### config.mk
export PLATFORM = sky130hd
export DESIGN_NAME = match_timer
export DESIGN_NICKNAME = d
export VERILOG_FILES = /design/src/rtl/mt_pkg.sv /design/src/rtl/mt_prescaler.sv /design/src/rtl/mt_period_cnt.sv /design/src/rtl/mt_postscaler.sv /design/src/rtl/match_timer.sv
export SDC_FILE = /design/constraint.sdc
export NUM_CORES = 1
export LEC_CHECK = 0
export BUFFER_PORTS_ARGS = -buffer_cell sky130_fd_sc_hd__buf_2
export CORE_UTILIZATION = 40
export DETAILED_ROUTE_END_ITERATION = 16
export GPL_ROUTABILITY_DRIVEN = 0
export PLACE_DENSITY = 0.67
export SLEW_MARGIN = 20
export SYNTH_ARGS = -nofsm -noshare
export SYNTH_HDL_FRONTEND = slang
export SYNTH_SLANG_ARGS = --single-unit
### constraint.sdc
create_clock -name clk -period 2.7 [get_ports clk]
set_clock_uncertainty 0.15 [all_clocks]
set_input_delay 0.27 -clock clk [delete_from_list [all_inputs] [get_ports clk]]
set_output_delay 0.27 -clock clk [all_outputs]
set_load 0.02 [all_outputs]
### src/rtl/mt_pkg.sv
package mt_pkg;
  localparam int unsigned MT_CNT_W    = 8;
  localparam int unsigned MT_PRE_W    = 2;
  localparam int unsigned MT_POST_W   = 4;
  localparam int unsigned MT_DIV_W    = 4;
  localparam int unsigned MT_PRE_STEP = 2;
  localparam int unsigned MT_RUN_BIT  = 0;
  localparam int unsigned MT_PRE_LSB  = 1;
endpackage

### src/rtl/mt_prescaler.sv
module mt_prescaler #(
  parameter int unsigned SEL_W = 2,
  parameter int unsigned DIV_W = 4,
  parameter int unsigned STEP  = 2
) (
  input  logic             clk,
  input  logic             rst_n,
  input  logic             tick_i,
  input  logic             run_i,
  input  logic             clr_i,
  input  logic [SEL_W-1:0] sel_i,
  output logic             step_o
);
  localparam int unsigned NSEL = 2 ** SEL_W;

  logic [DIV_W-1:0] mask_tbl [NSEL];
  logic [DIV_W-1:0] div_q, div_d;
  logic             div_en, live, wrap;

  for (genvar g = 0; g < NSEL; g++) begin : g_mask
    localparam int unsigned LG = (g * STEP > DIV_W) ? DIV_W : g * STEP;
    assign mask_tbl[g] = DIV_W'((1 << LG) - 1);
  end

  assign live   = tick_i & run_i & ~clr_i;
  assign wrap   = (div_q == mask_tbl[sel_i]);
  assign step_o = live & wrap;
  assign div_en = clr_i | live;

  always_comb begin
    div_d = div_q;
    if (clr_i)     div_d = '0;
    else if (live) div_d = wrap ? '0 : div_q + DIV_W'(1);
  end

  always_ff @(posedge clk or negedge rst_n) begin
    if (!rst_n)      div_q <= '0;
    else if (div_en) div_q <= div_d;
  end

  p_clear_r6: assert property (@(posedge clk) disable iff (!rst_n)
    clr_i |=> (div_q == '0));
  p_unity_r2: assert property (@(posedge clk) disable iff (!rst_n)
    (live && sel_i == '0) |-> step_o);
endmodule

### src/rtl/mt_period_cnt.sv
module mt_period_cnt #(
  parameter int unsigned W = 8
) (
  input  logic         clk,
  input  logic         rst_n,
  input  logic         step_i,
  input  logic         wr_i,
  input  logic [W-1:0] wdata_i,
  input  logic         per_we_i,
  input  logic [W-1:0] per_wdata_i,
  output logic [W-1:0] cnt_o,
  output logic [W-1:0] per_o,
  output logic         match_o,
  output logic         tick_o
);
  logic [W-1:0] cnt_q, cnt_d, per_q;
  logic         cnt_en, tick_q, match;

  assign match  = step_i & ~wr_i & (cnt_q == per_q);
  assign cnt_en = wr_i | step_i;

  always_comb begin
    if (wr_i)       cnt_d = wdata_i;
    else if (match) cnt_d = '0;
    else            cnt_d = cnt_q + W'(1);
  end

  always_ff @(posedge clk or negedge rst_n) begin
    if (!rst_n)      cnt_q <= '0;
    else if (cnt_en) cnt_q <= cnt_d;
  end

  always_ff @(posedge clk or negedge rst_n) begin
    if (!rst_n)        per_q <= '1;
    else if (per_we_i) per_q <= per_wdata_i;
  end

  always_ff @(posedge clk or negedge rst_n) begin
    if (!rst_n) tick_q <= 1'b0;
    else        tick_q <= match;
  end

  assign cnt_o   = cnt_q;
  assign per_o   = per_q;
  assign match_o = match;
  assign tick_o  = tick_q;

  p_match_clears_r3: assert property (@(posedge clk) disable iff (!rst_n)
    match |=> (cnt_q == '0 && tick_q));
  p_hold_idle_r8: assert property (@(posedge clk) disable iff (!rst_n)
    (!step_i && !wr_i) |=> $stable(cnt_q));
  p_write_loads_r6: assert property (@(posedge clk) disable iff (!rst_n)
    wr_i |=> (cnt_q == $past(wdata_i)));
endmodule

### src/rtl/mt_postscaler.sv
module mt_postscaler #(
  parameter int unsigned W = 4
) (
  input  logic         clk,
  input  logic         rst_n,
  input  logic         evt_i,
  input  logic         clr_i,
  input  logic [W-1:0] sel_i,
  output logic         term_o
);
  logic [W-1:0] ps_q, ps_d;
  logic         ps_en, last;

  assign last   = (ps_q >= sel_i);
  assign term_o = evt_i & ~clr_i & last;
  assign ps_en  = clr_i | evt_i;

  always_comb begin
    if (clr_i)      ps_d = '0;
    else if (last)  ps_d = '0;
    else            ps_d = ps_q + W'(1);
  end

  always_ff @(posedge clk or negedge rst_n) begin
    if (!rst_n)     ps_q <= '0;
    else if (ps_en) ps_q <= ps_d;
  end

  p_post_clear_r7: assert property (@(posedge clk) disable iff (!rst_n)
    clr_i |=> (ps_q == '0));
endmodule

### src/rtl/match_timer.sv
module match_timer
  import mt_pkg::*;
#(
  parameter int unsigned CNT_W    = MT_CNT_W,
  parameter int unsigned PRE_W    = MT_PRE_W,
  parameter int unsigned POST_W   = MT_POST_W,
  parameter int unsigned DIV_W    = MT_DIV_W,
  parameter int unsigned PRE_STEP = MT_PRE_STEP,
  localparam int unsigned CTL_W   = 1 + PRE_W + POST_W
) (
  input  logic             clk,
  input  logic             rst_n,
  input  logic             tick_i,
  input  logic             cnt_we,
  input  logic [CNT_W-1:0] cnt_wdata,
  output logic [CNT_W-1:0] cnt_rdata,
  input  logic             per_we,
  input  logic [CNT_W-1:0] per_wdata,
  output logic [CNT_W-1:0] per_rdata,
  input  logic             ctl_we,
  input  logic [CTL_W-1:0] ctl_wdata,
  output logic [CTL_W-1:0] ctl_rdata,
  input  logic             flag_clr,
  input  logic             irq_en,
  output logic             irq_o,
  output logic             match_tick_o
);
  localparam int unsigned POST_LSB = MT_PRE_LSB + PRE_W;

  logic [CTL_W-1:0]  ctl_q;
  logic              run;
  logic [PRE_W-1:0]  pre_sel;
  logic [POST_W-1:0] post_sel;
  logic              scal_clr, step, match, term;
  logic              flag_q, flag_d, flag_en;

  assign run      = ctl_q[MT_RUN_BIT];
  assign pre_sel  = ctl_q[MT_PRE_LSB +: PRE_W];
  assign post_sel = ctl_q[POST_LSB +: POST_W];
  assign scal_clr = cnt_we | ctl_we;

  always_ff @(posedge clk or negedge rst_n) begin
    if (!rst_n)      ctl_q <= '0;
    else if (ctl_we) ctl_q <= ctl_wdata;
  end

  mt_prescaler #(.SEL_W(PRE_W), .DIV_W(DIV_W), .STEP(PRE_STEP)) u_pre (
    .clk    (clk),
    .rst_n  (rst_n),
    .tick_i (tick_i),
    .run_i  (run),
    .clr_i  (scal_clr),
    .sel_i  (pre_sel),
    .step_o (step)
  );

  mt_period_cnt #(.W(CNT_W)) u_cnt (
    .clk         (clk),
    .rst_n       (rst_n),
    .step_i      (step),
    .wr_i        (cnt_we),
    .wdata_i     (cnt_wdata),
    .per_we_i    (per_we),
    .per_wdata_i (per_wdata),
    .cnt_o       (cnt_rdata),
    .per_o       (per_rdata),
    .match_o     (match),
    .tick_o      (match_tick_o)
  );

  mt_postscaler #(.W(POST_W)) u_post (
    .clk    (clk),
    .rst_n  (rst_n),
    .evt_i  (match),
    .clr_i  (scal_clr),
    .sel_i  (post_sel),
    .term_o (term)
  );

  assign flag_en = term | flag_clr;
  assign flag_d  = term ? 1'b1 : 1'b0;

  always_ff @(posedge clk or negedge rst_n) begin
    if (!rst_n)       flag_q <= 1'b0;
    else if (flag_en) flag_q <= flag_d;
  end

  assign irq_o     = flag_q & irq_en;
  assign ctl_rdata = ctl_q;

  p_flag_sticky_r5: assert property (@(posedge clk) disable iff (!rst_n)
    (flag_q && !flag_clr) |=> flag_q);
  p_term_wins_r5: assert property (@(posedge clk) disable iff (!rst_n)
    (term && flag_clr) |=> flag_q);
  p_write_no_step_r7: assert property (@(posedge clk) disable iff (!rst_n)
    scal_clr |-> !step);
  p_ctl_keeps_count_r7: assert property (@(posedge clk) disable iff (!rst_n)
    (ctl_we && !cnt_we) |=> $stable(cnt_rdata));
endmodule

Word level (Yosys, flattened, before mapping)
Cells that the tools add are included.

Flip-flop bits (word level): 33. Word-level logic and storage cells: 43. Output and inout port bits: 25.

Reduce and logical (&&, ||, !) cells: 2. Equal/unequal tests: 2. Add/sub/neg operators: 3. Bitwise gates (word level): 16. Magnitude comparators: 2. Multiplexer cells: 11.

Operator list (number): 4-bit two-way mux (7); 8-bit two-way mux (2); 4-bit by 1-bit adder with 4-bit output, second input constant (2); 8-bit by 1-bit adder with 8-bit output, second input constant (1); 1-bit AND (8); 4-bit binary-select mux with 2-bit select (1); 8-bit equality test (1); 1-bit bitwise OR (5); 4-bit equality test (1); 4-bit >= comparator (1); 3-bit >= comparator, second input constant (1); 2-bit inverter with 3-bit output (1); 1-bit inverter (2); 2-bit AND reduction (1); 2-bit nonzero test (1); 1-bit two-way mux (1).

Logic depth before layout (Yosys ltp)
Depth in word-level cells: 11. Mapped depth: 7. Gate-level depth less buffers: 7.

By module
Synthesis repeated with hierarchy kept, for this count alone.

Cell total of the unflattened synthesis: 171. Area total of the unflattened synthesis: 1876.8 µm².

Modules (own cells, without submodules): mt_period_cnt (instances 1, cells each 87, area an instance 940.9 µm²); mt_postscaler (instances 1, cells each 35, area an instance 342.8 µm²); match_timer (instances 1, cells each 20, area an instance 340.3 µm²); mt_prescaler (instances 1, cells each 29, area an instance 252.7 µm²).

Worst setup path before layout
OpenSTA, ideal clock, no wires.

Path type: register to register. From: register ctl_q[1], in the netlist ctl_rdata[1]. To: register u_post.ps_q[2]. Setup slack: 0.712 ns. Arrival time: 1.716 ns. Required time: 2.428 ns. Stages on the path, launching flop included: 6. Buffers on the path: 0. Cell sequence: dfrtp_1 or3_4 a211oi_4 o211ai_4 o21bai_1 a32o_1.

Word-level cells in the longest chain between the ends: 9.

Ends and longest elaborated chain: start, declared (line match_timer.sv:30) `logic [CTL_W-1:0] ctl_q;`; start signal, assigned (line match_timer.sv:44) `else if (ctl_we) ctl_q <= ctl_wdata;`; 2-bit inverter with 3-bit output (implied by the code) (line mt_prescaler.sv:26) `assign wrap = (div_q == mask_tbl[sel_i]);`; 4-bit binary-select mux with 2-bit select (line mt_prescaler.sv:26); 4-bit two-way mux (implied by the code) (2 in a row) (line mt_prescaler.sv:26); 4-bit equality test (line mt_prescaler.sv:26); 1-bit AND (line mt_prescaler.sv:27) `assign step_o = live & wrap;`; 1-bit AND (2 in a row) (line mt_period_cnt.sv:19) `assign match = step_i & ~wr_i & (cnt_q == per_q);`; 1-bit bitwise OR (line mt_postscaler.sv:16) `assign ps_en = clr_i | evt_i;`; end signal, assigned (line mt_postscaler.sv:26) `else if (ps_en) ps_q <= ps_d;`; end, declared (line mt_postscaler.sv:11) `logic [W-1:0] ps_q, ps_d;`.

No other way between the ends. The select of a mux whose other input is x is not followed. A chain may end at the register's enable or synchronous reset.

Worst setup path after layout
From: register u_cnt.cnt_q[5], in the netlist u_cnt.cnt_o[5]. To: register flag_q.

Word-level cells in the longest chain between the ends: 5. Elaborated cells on any way between the ends: 6. Classes of those cells: 1 x eq/ne; 1 x mux; 4 x bitwise.

Ends and longest elaborated chain: start, declared (line mt_period_cnt.sv:16) `logic [W-1:0] cnt_q, cnt_d, per_q;`; start signal, assigned (line mt_period_cnt.sv:30) `else if (cnt_en) cnt_q <= cnt_d;`; 8-bit equality test (*) (line mt_period_cnt.sv:19); 1-bit AND (*) (line mt_period_cnt.sv:19); net match (line match_timer.sv:34) `logic scal_clr, step, match, term;`; 1-bit AND (*) (2 in a row) (line mt_postscaler.sv:15) `assign term_o = evt_i & ~clr_i & last;`; 1-bit two-way mux / 1-bit bitwise OR (equally long branches) (line match_timer.sv:81, match_timer.sv:80); end signal, assigned (line match_timer.sv:85) `else if (flag_en) flag_q <= flag_d;`; end, declared (line match_timer.sv:35) `logic flag_q, flag_d, flag_en;`.

Mark *: on every way through the listed nets, which the timed path passes. The rest lies on a longest branch.

==> metrics.txt <==
worst min path class=in -> reg; Max Root-Sink Buffers=2; post-synthesis mux area share=7.40%; largest net degree at the start of global routing=34; clock root cell=clkbuf_8; # DRC=0; TritonCTS Sinks=33; fin area=2230 um2; final worst-path cycle share=83.7%; Die X=69.6 um; crit path cell chain=xor2_1, nor4_2, nand2_1, nor3_1, a22o_1; Crit Path Category=reg -> reg; Die Area=4840 um2; TritonCTS buffer count=5; Area growth, synth to finish=22.1%; placed cell area=2140 um2; Max transition margin=49.8%; area leader, netlist=dfrtp_1; Worst-Skew Late Latency=280 ps; global-route wire length before repair=6820 um; share of the synthesized area in the top cell type=34.2%; Syn Inst Count=177; ratio of cells with drive above 1 in the final layout=39.6%; CTS clk-pin slew, worst paths=70 ps; Async SR Flop Fraction=100%; Top Ports=56; complex-gate fraction of the synthesized area=12.9%; pwr/cell area=525 nW/um2; XOR/XNOR share of the synthesized area=5.27%; Worst Max-Slew Pin Slew=753 ps; Total Routing Usage GR=17.8%; hpwl dp=3020 um; Post-synth top cells=dfrtp_1, nand2_1, nand3_1; outcome=finished, final reports clean; ys flop type=dfrtp_1; initial antenna violation count=0; leakage=1.02 nW; Fin. Hold Viols=0; WP data required=2770 ps; worst hold slack=45.8 ps; Max Fclk=443 MHz; CP endpoint kind=register; Core ar.=4380 um2; simple-gate portion of the synthesized area=20.8%; GRT Residual Overflow=0; CP Launch Type=register; post-CTS setup buffer count=0; Critical Path Fanout Max=12; CTS tree=yes; Syn Nets=215; die height=69.6 um; EDFF count, synth=0; Adder-Cell Fraction of Synth Area=4.79%; DRT iter0 DRCs=93; crit-path max cell delay=480 ps; post-synthesis sequential area ratio=45.8%; Mean Syn Cell Area=10.3 um2; yosys warns=0; routed wire length per instance=14.1 um; Maximum Capacitance Violations=0; Tmin final=2260 ps; most frequent cell after synthesis=dfrtp_1; # rows=24; initial core utilization=41.7%; Slew Limit Fails=0; Distinct cells, synth=37; post-route ant nets=0; Final setup violation count=0; peak supply drop=0.248 mV; largest family of logic cells by synthesized area=simple AND/OR/NAND/NOR gates; Crit-path slowest cell=dfrtp_1; vias in the first global route=1,368; synthesized area=1830 um2; Final TNS setup=0 ps; Critical Path AT=2320 ps; Fill cells=425; IO buf count=55; fin nets=272; DR pass1 iterations=4; RSZ-0062 raised after global routing=no; hold path depth=3; Antenna Cells=0; Yosys reg bits=33; Synth area leaders=dfrtp_1, dfstp_2, mux2_2; Vias/cell=5.25; H-tree Lvls=2; Post-Route WL=4030 um; worst-case reg-to-reg path depth=5; DR vias=1,506
repair_timing:
| action | 4_1_cts | 5_1_grt |
|---|---|---|
| endpoints found under the setup margin | 0 | 0 |
| endpoints found under the hold margin | 25 | 0 |
| hold buffers | 1 | 0 |
| gates resized for setup | 0 | 0 |
power breakdown:
part | internal (W) | total (W) | switching [W]
Clock | 0.000183 | 0.000359 | 0.000176
Combinational | 0.0000972 | 0.000228 | 0.000131
Sequential | 0.000538 | 0.000583 | 0.0000450
critical path, delay by kind of cell, from the launching register on:
family	cells	cell delay (ps)
flops	1	480
simple gates	3	1180
xor+xnor	1	200
compound gates	1	180
metal layers:
layer	part of all wire [%]	global-route usage, %	vias up
met5	0	0	-
met4	0.99	5.44	0
met3	3.7	4.36	4
met2	47	25.9	34
met1	49	26.2	722
li1	-	-	746
placed cells by master, fill, tap and decap left out, types with 2 or more instances in the layout:
master,Yosys,layout
o211ai_1,2,2
xnor2_1,2,2
or2_2,4,4
dfrtp_1,25,25
nor4_2,2,2
nor2_1,8,8
clkbuf_8,0,5
buf_2,3,55
a22oi_1,6,6
mux2_2,12,12
inv_1,6,6
nand4_1,4,4
or3_1,3,3
dfstp_2,8,8
nand2_1,22,22
or3_4,2,2
xor2_1,9,9
nor3_1,4,4
nand3_1,14,14
clkbuf_1,2,3
o21ai_0,9,9
ha_1,7,7
a21oi_1,7,7
nor3b_1,2,2
flip-flops by register name (all words and copies together) (netlist names):
signal and count:
u_cnt.cnt_o 8, u_post.ps_q 4, flag_q 1, u_cnt.tick_o 1
ctl_rdata 7, u_cnt.per_o 8, u_pre.div_q 4
cell families (layout without fill, tap and decap cells):
group / Yosys count / after routing
and+or+nand+nor: 69 / 69
DFF: 33 / 33
AOI/OAI and AO/OA: 32 / 32
buffers and inverters: 13 / 71
muxes: 12 / 12
xor gates and xnor gates: 11 / 11
adders and majority gates: 7 / 7
per-stage QoR:
| stage | worst slack (ps) | instances | utilization [%] | power [W] |
|---|---|---|---|---|
| after global routing | 341 | 287 | 50.9 | 0.00123 |
| final | 441 | 287 | 50.9 | 0.00117 |
| after global placement | 599 | 278 | 48.8 | 0.000818 |
| after detailed placement | 485 | 278 | 48.8 | 0.000822 |
| after CTS | 476 | 287 | 50.9 | 0.00118 |
| after floorplan | 712 | 177 | - | 0.000730 |
worst paths after layout:
kind | startpoint | to | slack, ps
setup / recovery | u_cnt.cnt_o[5]$_DFFE_PN0P_ | flag_q$_DFFE_PN0P_ | 440
hold / removal | ctl_wdata[4] | ctl_rdata[4]$_DFFE_PN0P_ | 50
setup reg to reg | u_cnt.cnt_o[5]$_DFFE_PN0P_ | flag_q$_DFFE_PN0P_ | 440
hold reg to reg | ctl_rdata[3]$_DFFE_PN0P_ | ctl_rdata[3]$_DFFE_PN0P_ | 400
max in group asynchronous | rst_n | u_post.ps_q[1]$_DFFE_PN0P_ | 1470
min in group asynchronous | rst_n | u_cnt.cnt_o[4]$_DFFE_PN0P_ | 440
final cells by class:
| type | instances | area (um2) | area share, % |
|---|---|---|---|
| multi-input cells | 131 | 935 | 41.9 |
| inverters | 6 | 22.5 | 1.01 |
| well taps | 52 | 65.1 | 2.92 |
| flip-flops and latches | 33 | 836 | 37.5 |
| clock buffers | 8 | 80.1 | 3.59 |
| repair buffers | 57 | 293 | 13.1 |
Power figures use the tool's default switching activity.
